<file path="config.mk">
export PLATFORM = sky130hd
export DESIGN_NAME = rtc_regfront
export DESIGN_NICKNAME = d
export VERILOG_FILES = /design/src/rtl/rtc_regfront_pkg.sv /design/src/rtl/rtc_regfront_ctrl.sv /design/src/rtl/rtc_regfront_data.sv /design/src/rtl/rtc_regfront.sv
export SDC_FILE = /design/constraint.sdc
export NUM_CORES = 1
export LEC_CHECK = 0
export CAP_MARGIN = 20
export CORE_MARGIN = 3
export CORE_UTILIZATION = 55
export DETAILED_ROUTE_END_ITERATION = 8
export DONT_BUFFER_PORTS = 1
export GPL_TIMING_DRIVEN = 0
export PLACE_DENSITY = 0.76
export SLEW_MARGIN = 20
export SYNTH_ARGS = -nofsm -noshare
export SYNTH_HDL_FRONTEND = slang
export SYNTH_HIERARCHICAL = 1
export SYNTH_SLANG_ARGS = --single-unit
</file>
<file path="constraint.sdc">
create_clock -name clk -period 4.8 [get_ports clk]
set_input_delay 0.48 -clock clk [delete_from_list [all_inputs] [get_ports clk]]
set_output_delay 0.48 -clock clk [all_outputs]
set_load 0.05 [all_outputs]
</file>
<file path="src/rtl/rtc_regfront_pkg.sv">
package rtc_regfront_pkg;
  localparam int ADDR_SPACE = 64;
  localparam int PTR_W      = $clog2(ADDR_SPACE);
  localparam int TIME_BYTES = 7;
  localparam int CTRL_ADDR  = 7;
  localparam logic [7:0] CTRL_KEEP_MASK = 8'hB3;
  localparam int OSF_BIT    = 5;

  typedef logic [PTR_W-1:0] ptr_t;

  typedef struct packed {
    logic snap;     // copy live time into shadow
    logic loadPtr;  // this byte is an address
    logic dataWr;   // this byte is data to store or route
    logic advance;  // pointer steps after a data byte
  } strobes_t;
endpackage

</file>
<file path="src/rtl/rtc_regfront_ctrl.sv">
module rtc_regfront_ctrl
  import rtc_regfront_pkg::*;
#(
  parameter int REG_SIZE = 64
) (
  input  logic       clk,
  input  logic       rstN,
  input  logic       evStartWr,
  input  logic       evStartRd,
  input  logic       evWrByte,
  input  logic       evRdByte,
  input  logic [7:0] wrData,
  output ptr_t       ptr,
  output strobes_t   strb
);
  localparam logic [PTR_W:0] SIZE_W = (PTR_W+1)'(REG_SIZE);

  logic           addrPend;
  logic           isStart;
  logic [PTR_W:0] ptrPlus;
  logic           wrapNow;

  always_comb begin
    isStart      = evStartWr | evStartRd;
    strb.loadPtr = !isStart && evWrByte && addrPend;
    strb.dataWr  = !isStart && evWrByte && !addrPend;
    strb.advance = strb.dataWr || (!isStart && !evWrByte && evRdByte);
    ptrPlus      = {1'b0, ptr} + (PTR_W+1)'(1);
    wrapNow      = strb.advance && (ptrPlus >= SIZE_W);
    strb.snap    = isStart || wrapNow;
  end

  always_ff @(posedge clk) begin
    if (!rstN) begin
      ptr      <= '0;
      addrPend <= 1'b0;
    end else if (evStartWr) begin
      addrPend <= 1'b1;
    end else if (evStartRd) begin
      addrPend <= 1'b0;
    end else if (strb.loadPtr) begin
      ptr      <= wrData[PTR_W-1:0];
      addrPend <= 1'b0;
    end else if (strb.advance) begin
      ptr <= wrapNow ? '0 : ptrPlus[PTR_W-1:0];
    end
  end

  AST_PTR_LOAD: assert property (@(posedge clk) disable iff (!rstN)
    strb.loadPtr |=> ptr == $past(wrData[PTR_W-1:0]));
  AST_PTR_STEP: assert property (@(posedge clk) disable iff (!rstN)
    (strb.advance && !wrapNow) |=> ptr == ptr_t'($past(ptr) + 1'b1));
  AST_PTR_WRAP: assert property (@(posedge clk) disable iff (!rstN)
    wrapNow |=> ptr == '0);
endmodule

</file>
<file path="src/rtl/rtc_regfront_data.sv">
module rtc_regfront_data
  import rtc_regfront_pkg::*;
#(
  parameter int REG_SIZE  = 64,
  parameter int RAM_START = 8
) (
  input  logic                  clk,
  input  logic                  rstN,
  input  ptr_t                  ptr,
  input  strobes_t              strb,
  input  logic [7:0]            wrData,
  input  logic [TIME_BYTES*8-1:0] liveTime,
  input  logic                  oscFail,
  output logic [7:0]            rdData,
  output logic                  timeWrEn,
  output logic [2:0]            timeWrIdx,
  output logic [7:0]            timeWrData,
  output logic [7:0]            ctrlOut
);
  logic [TIME_BYTES*8-1:0] shadowQ;
  logic [7:0]              ctrlQ;
  logic [7:0]              ctrlNext;
  logic [7:0]              cellQ [ADDR_SPACE];
  logic                    inTime;
  logic                    atCtrl;

  assign inTime = ptr < ptr_t'(TIME_BYTES);
  assign atCtrl = ptr == ptr_t'(CTRL_ADDR);

  // Shadow copy of the time bytes
  always_ff @(posedge clk) begin
    if (!rstN)          shadowQ <= '0;
    else if (strb.snap) shadowQ <= liveTime;
  end

  // Control register: masked bits and clear-only flag
  always_comb begin
    ctrlNext = ctrlQ;
    if (strb.dataWr && atCtrl) begin
      ctrlNext          = wrData & CTRL_KEEP_MASK;
      ctrlNext[OSF_BIT] = wrData[OSF_BIT] & ctrlQ[OSF_BIT];
    end
    if (oscFail) ctrlNext[OSF_BIT] = 1'b1;
  end

  always_ff @(posedge clk) begin
    if (!rstN) ctrlQ <= '0;
    else       ctrlQ <= ctrlNext;
  end

  // Storage cells only for the RAM window
  for (genvar g = 0; g < ADDR_SPACE; g++) begin : gCell
    if (g >= RAM_START && g < REG_SIZE) begin : gRam
      logic [7:0] q;
      always_ff @(posedge clk) begin
        if (!rstN)                                   q <= '0;
        else if (strb.dataWr && ptr == PTR_W'(g))    q <= wrData;
      end
      assign cellQ[g] = q;
    end else begin : gNone
      assign cellQ[g] = 8'h00;
    end
  end

  always_comb begin
    if (inTime)      rdData = shadowQ[{ptr[2:0], 3'b000} +: 8];
    else if (atCtrl) rdData = ctrlQ;
    else             rdData = cellQ[ptr];
  end

  assign timeWrEn   = strb.dataWr && inTime;
  assign timeWrIdx  = ptr[2:0];
  assign timeWrData = wrData;
  assign ctrlOut    = ctrlQ;

  AST_SNAP_COPY: assert property (@(posedge clk) disable iff (!rstN)
    strb.snap |=> shadowQ == $past(liveTime));
  AST_SHADOW_HOLD: assert property (@(posedge clk) disable iff (!rstN)
    !strb.snap |=> $stable(shadowQ));
  AST_CTRL_RSVD: assert property (@(posedge clk) disable iff (!rstN)
    (ctrlQ[6] == 1'b0) && (ctrlQ[3:2] == 2'b00));
  AST_OSF_NO_SET: assert property (@(posedge clk) disable iff (!rstN)
    (!oscFail && !ctrlQ[OSF_BIT]) |=> !ctrlQ[OSF_BIT]);
endmodule

</file>
<file path="src/rtl/rtc_regfront.sv">
module rtc_regfront
  import rtc_regfront_pkg::*;
#(
  parameter int REG_SIZE  = 64,
  parameter int RAM_START = 8
) (
  input  logic        clk,
  input  logic        rstN,
  input  logic        evStartWr,
  input  logic        evStartRd,
  input  logic        evWrByte,
  input  logic        evRdByte,
  input  logic [7:0]  wrData,
  input  logic [55:0] liveTime,
  input  logic        oscFail,
  output logic [7:0]  rdData,
  output logic        timeWrEn,
  output logic [2:0]  timeWrIdx,
  output logic [7:0]  timeWrData,
  output logic [7:0]  ctrlOut
);
  ptr_t     ptr;
  strobes_t strb;

  rtc_regfront_ctrl #(.REG_SIZE(REG_SIZE)) uCtrl (
    .clk(clk), .rstN(rstN),
    .evStartWr(evStartWr), .evStartRd(evStartRd),
    .evWrByte(evWrByte), .evRdByte(evRdByte),
    .wrData(wrData), .ptr(ptr), .strb(strb)
  );

  rtc_regfront_data #(.REG_SIZE(REG_SIZE), .RAM_START(RAM_START)) uData (
    .clk(clk), .rstN(rstN), .ptr(ptr), .strb(strb),
    .wrData(wrData), .liveTime(liveTime), .oscFail(oscFail),
    .rdData(rdData), .timeWrEn(timeWrEn), .timeWrIdx(timeWrIdx),
    .timeWrData(timeWrData), .ctrlOut(ctrlOut)
  );
endmodule

</file>
---- After elaboration in Yosys (flattened, before gate mapping) ----
Cells that the tools add are included.
storage, ports and cells
  output and inout port bits .............. 28
  logic and storage cells ................. 214
  bits in registers ....................... 516
cells by class
  bitwise logic cells ..................... 5
  reduce and logical (&&, ||, !) cells .... 73
  $lt $le $gt $ge ......................... 3
  shift operators ......................... 1
  $add $sub $neg .......................... 1
  mux-type cells .......................... 13
  eq/ne operators ......................... 57
operators by type and width
  cell                                                      number
  == test 6 bit, second input constant                      32
  == test 6 x 5 -> 1 bit, second input constant             16
  logical AND 1 bit                                         64
  indexed part select 56 x 7 -> 8 bit                       1
  binary-select mux 8 bit (select 6 bit)                    1
  == test 6 x 4 -> 1 bit, second input constant             8
  two-way mux 8 bit                                         4
  two-way mux 6 bit                                         4
  greater-or-equal comparator 7 bit, second input constant  2
  adder 6 x 1 -> 7 bit, second input constant               1
  NOT 6 -> 7 bit                                            1
  == test 6 x 3 -> 1 bit, second input constant             1
  < comparator 6 x 3 -> 1 bit, second input constant        1
  two-way mux 1 bit                                         4
  nonzero test 2 bit                                        2
  logical NOT 1 bit                                         3
  AND reduction 3 bit                                       1
  nonzero test 3 bit                                        1
  logical OR 1 bit                                          2
  NOT 1 bit                                                 2
  AND 1 bit                                                 1
  OR 1 bit                                                  1

---- Logic depth before layout (Yosys ltp) ----
  depth after elaboration ................. 9
  gate-level depth with buffers ........... 10
  gate-level depth less buffers ........... 7

---- Hierarchy ----
The synthesis kept the hierarchy.
by module, submodules not included
  module             times used  cells each  area an instance (um^2)
  rtc_regfront_data  1           2450        23991.8
  rtc_regfront_ctrl  1           65          533.0

---- Worst setup path before layout ----
OpenSTA, ideal clock, no wires.
  path kind ............................... register to output
  from .................................... register uCtrl.ptr[0]
  to ...................................... output rdData[4]
  slack ................................... 1.335 ns
  required time ........................... 4.320 ns
  cell stages (with the launch flop) ...... 9
  path buffers ............................ 4
  data arrival time ....................... 2.985 ns
  path through ............................ dfxtp_1 buf_6 buf_6 buf_6 buf_6 mux2i_1 o211a_1 a2111o_1 a221oi_1
between the ends
  word-level cells in the longest chain between the ends .. 6
  elaborated cells between the ends (all ways) .. 9
RTL lines
  element                                               RTL line                 text
  start, declared                                       rtc_regfront_ctrl.sv:13  output ptr_t ptr,
  start signal, assigned                                rtc_regfront_ctrl.sv:42  ptr <= wrData[PTR_W-1:0];
  start signal, assigned                                rtc_regfront_ctrl.sv:45  ptr <= wrapNow ? '0 : ptrPlus[PTR_W-1:0];
  NOT 6 -> 7 bit (not written as such)                  rtc_regfront_data.sv:68  else rdData = cellQ[ptr];
  binary-select mux 8 bit (select 6 bit)                rtc_regfront_data.sv:68
  two-way mux 8 bit (not written as such) (2 in a row)  rtc_regfront_data.sv:68
  two-way mux 8 bit                                     rtc_regfront_data.sv:67  else if (atCtrl) rdData = ctrlQ;
  two-way mux 8 bit *                                   rtc_regfront_data.sv:66  if (inTime) rdData = shadowQ[{ptr[2:0], 3'b000} +: 8];
  end, declared                                         rtc_regfront.sv:16       output logic [7:0] rdData,
Every way passes the cells marked *; elsewhere a longest branch is shown, timed or not. The select of a mux whose other input is x is not followed.

---- Worst setup path after layout ----
  from .................................... register uCtrl.ptr[1]
  to ...................................... output rdData[3]
The elaborated chain is that of the path after synthesis.

==> metrics <==
status=complete, no violations; Reg clk slew, reported paths=0.06 ns; Max Clock Freq=0.212 GHz; worst slew pin tran=roughly 1.2 ns; core footprint=43600 um^2; Worst VDD drop=0.247 mV; fin worst setup slack=between 0.07 and 0.08 ns; Avg Vias per Cell=6.69; port bufs=0; Clock Latency Late Sink=0.61 ns; Mapped Area=24500 um^2; Synth area leader=dfxtp_1; RSZ-0062 raised after global routing=false; most frequent cells in the layout=dfxtp_1, nand2_1, a21boi_0; PwrDens=351 nW/um^2; hold_sp=liveTime[51]; Total Routed Length=90.4 mm; internal power=7100 uW; Final Cell Area=27200 um^2; fin. max-slew vios=0; R2R Setup Slk=1.41 ns; P_leak=between 0.009 and 0.01 uW; total gr overflow=0; Worst Hold Class=in2reg; placed inst area=roughly 25000 um^2; Hold Fails Final Rpt=0; Crit path largest cell delay=approximately 0.72 ns; Sum Neg Setup Slack=0 ns; DRT iter0 DRCs=between 3000 and 4000; Setup Skew=0.0130 ns; Flop pwr share=45.6%; Yosys Warn Count=6; slowest stage cell, crit path=dfxtp_1; critical path type=reg2out; DP HPWL=around 64 mm; I/O pin total=99; layout cells sized above 1=between 10% and 20%; setup slack after placement=0.523 ns; most common cell after layout, fill and taps aside=dfxtp_1; combinational share of power=9.3%; synth unique cells=65; Psw=between 2000 and 2500 uW; CTS tree=built; Vias=21400; slew margin rel.=20.1%; nets=2648; minimum clock period=4.72 ns; number of global-route vias before repair=20900; top post-synthesis cells by area=dfxtp_1, mux4_2, a21boi_0, mux2i_1, nand2_1; total design power=between 9000 and 10000 uW; ys flop type=dfxtp_1; Inst Count DP=roughly 3100; CP Capture Type=primary output; # setup viols final=0; drt wl/cell=about 28 um; total CTS buffers=54; Final GP Congestion=between 1 and 1.5; Required @ worst endpoint=4.32 ns; Worst Setup SP=uCtrl/ptr[1]; Initial Utilization=56.3%; crit path max fanout=11; initial antenna violation count=1; DR DRC count=0; All-Layer GR Usage=37.6%; max_cap viols=0; Avg Cell Area, Syn=9.75 um^2; post-route ant nets=0; share of the synthesized area in the top cell type=42.1%; WP data arrival=4.24 ns; register area share after synthesis=42.1%; num rows=76; Yosys reg bits=516; Final period util=98.4%; Async SR Flop Fraction=0%; die area=about 47000 um^2; Die Height=217 um; CP Launch Type=flop; Post-synth EDFFs=0; CTS Buffer Depth=3; drt pass-1 iters=8; largest net degree at the start of global routing=20; first-pass GRT wire length=133 mm; Post-Synthesis Cells=2515; fin cells=3204; clock sinks=516; H-tree depth=2; Clock power frac=45.2%; Clock Tree Root=clkbuf_16; crit-path cells=buf_2 > clkbuf_2 > mux4_2 > a22o_1 > a221oi_1 > o21ai_0 > a211o_1; Die Wd=~220 um; Sw Ratio=roughly 26%; Area Growth Syn to Fin=10.8%; R2R Path Start=uCtrl/ptr[1]
-- cell type report --
cell class,instances,area [um^2]
clock inverter,15,161
sequential,516,10300
fill,3607,16400
clock buffer,83,1650
antenna,1,2.50
timing repair buffer,5,53.8
inverter,4,15.0
tap,585,732
multi-input combinational,1749,13100
buffer,246,1150
-- per-stage QoR --
step	hold WS, ns	util, %
final	0.0413	62.4
after global routing	0.0382	62.4
after CTS	0.0308	62.3
after detailed placement	0.447	58.0
after global placement	0.444	58.0
after floorplan	0.432	-
-- kinds of logic after synthesis --
logic type                 share of synthesized area [%]
AOI/OAI and AO/OA                                   15.8
xor gates and xnor gates                          0.0357
adders and majority gates                         0.0510
buffers and inverters                               4.74
DFF                                                 42.1
muxes                                               20.7
other                                             0.0153
and+or+nand+nor                                     16.6
-- cell usage after synthesis, types with 3 or more instances --
| master | instances |
|---|---|
| inv_1 | 4 |
| nor2b_1 | 208 |
| o211ai_1 | 4 |
| a21boi_1 | 9 |
| nand2_1 | 359 |
| nand2b_1 | 7 |
| mux2i_1 | 218 |
| buf_2 | 28 |
| and2_1 | 8 |
| a211o_1 | 3 |
| buf_4 | 18 |
| mux4_2 | 117 |
| a22o_1 | 9 |
| buf_6 | 11 |
| nor2_1 | 36 |
| o2bb2ai_1 | 8 |
| a21boi_0 | 308 |
| o21ai_1 | 3 |
| a221oi_1 | 5 |
| clkbuf_1 | 172 |
| nor3_2 | 3 |
| a211oi_1 | 9 |
| o22ai_1 | 3 |
| a21oi_1 | 9 |
| nor3_1 | 4 |
| a22oi_1 | 4 |
| dfxtp_1 | 516 |
| o211a_1 | 5 |
| nand3_1 | 191 |
| a2111o_1 | 3 |
| buf_1 | 17 |
| o21ai_0 | 162 |
| mux4_1 | 10 |
-- state kept, by name, indices dropped and copies added (netlist names) --
signal	count
uCtrl/addrPend	1
uCtrl/ptr	6
uData/ctrlOut	5
uData/gCell.gRam.q	448
uData/shadowQ	56
-- power by group through the flow --
stage / Combinational (uW) / Sequential (uW) / Clock, uW
after floorplan: 539 / 4430 / 0
after global placement: 820 / 4440 / 0
after detailed placement: 829 / 4440 / 0
after CTS: 836 / 4350 / 4310
after global routing: 894 / 4350 / 4490
final: 887 / 4350 / 4310
-- repair_timing --
item,CTS,global route
resized for setup,2,7
hold buffers,2,0
setup endpoints to repair,2,5
hold endpoints to repair,2,0
setup buffers,0,0
pin swaps,0,0
-- worst max-delay path, delay by kind of cell, from the launching register on --
family / cells / cell delay, ns
flip-flops: 1 / 0.72
AO/OA/AOI/OAI: 4 / 1.56
buffers and inverters: 2 / 0.92
multiplexers: 1 / 0.41
-- path summary, 6_finish.rpt --
path,end,cells after the start
worst max register to register,uData/gCell[40].gRam.q[2],8
worst max-delay path,rdData[3],7
worst min register to register,uData/gCell[16].gRam.q[3],2
worst min-delay path,uData/shadowQ[51],2
-- layer usage --
layer  share of wire, %  track usage (%)
met4                7.4             22.9
met1                 37             49.0
met5                  0                0
met2                 42             54.7
met3                 14             11.9
No activity file was read; power rests on OpenSTA's default activity.
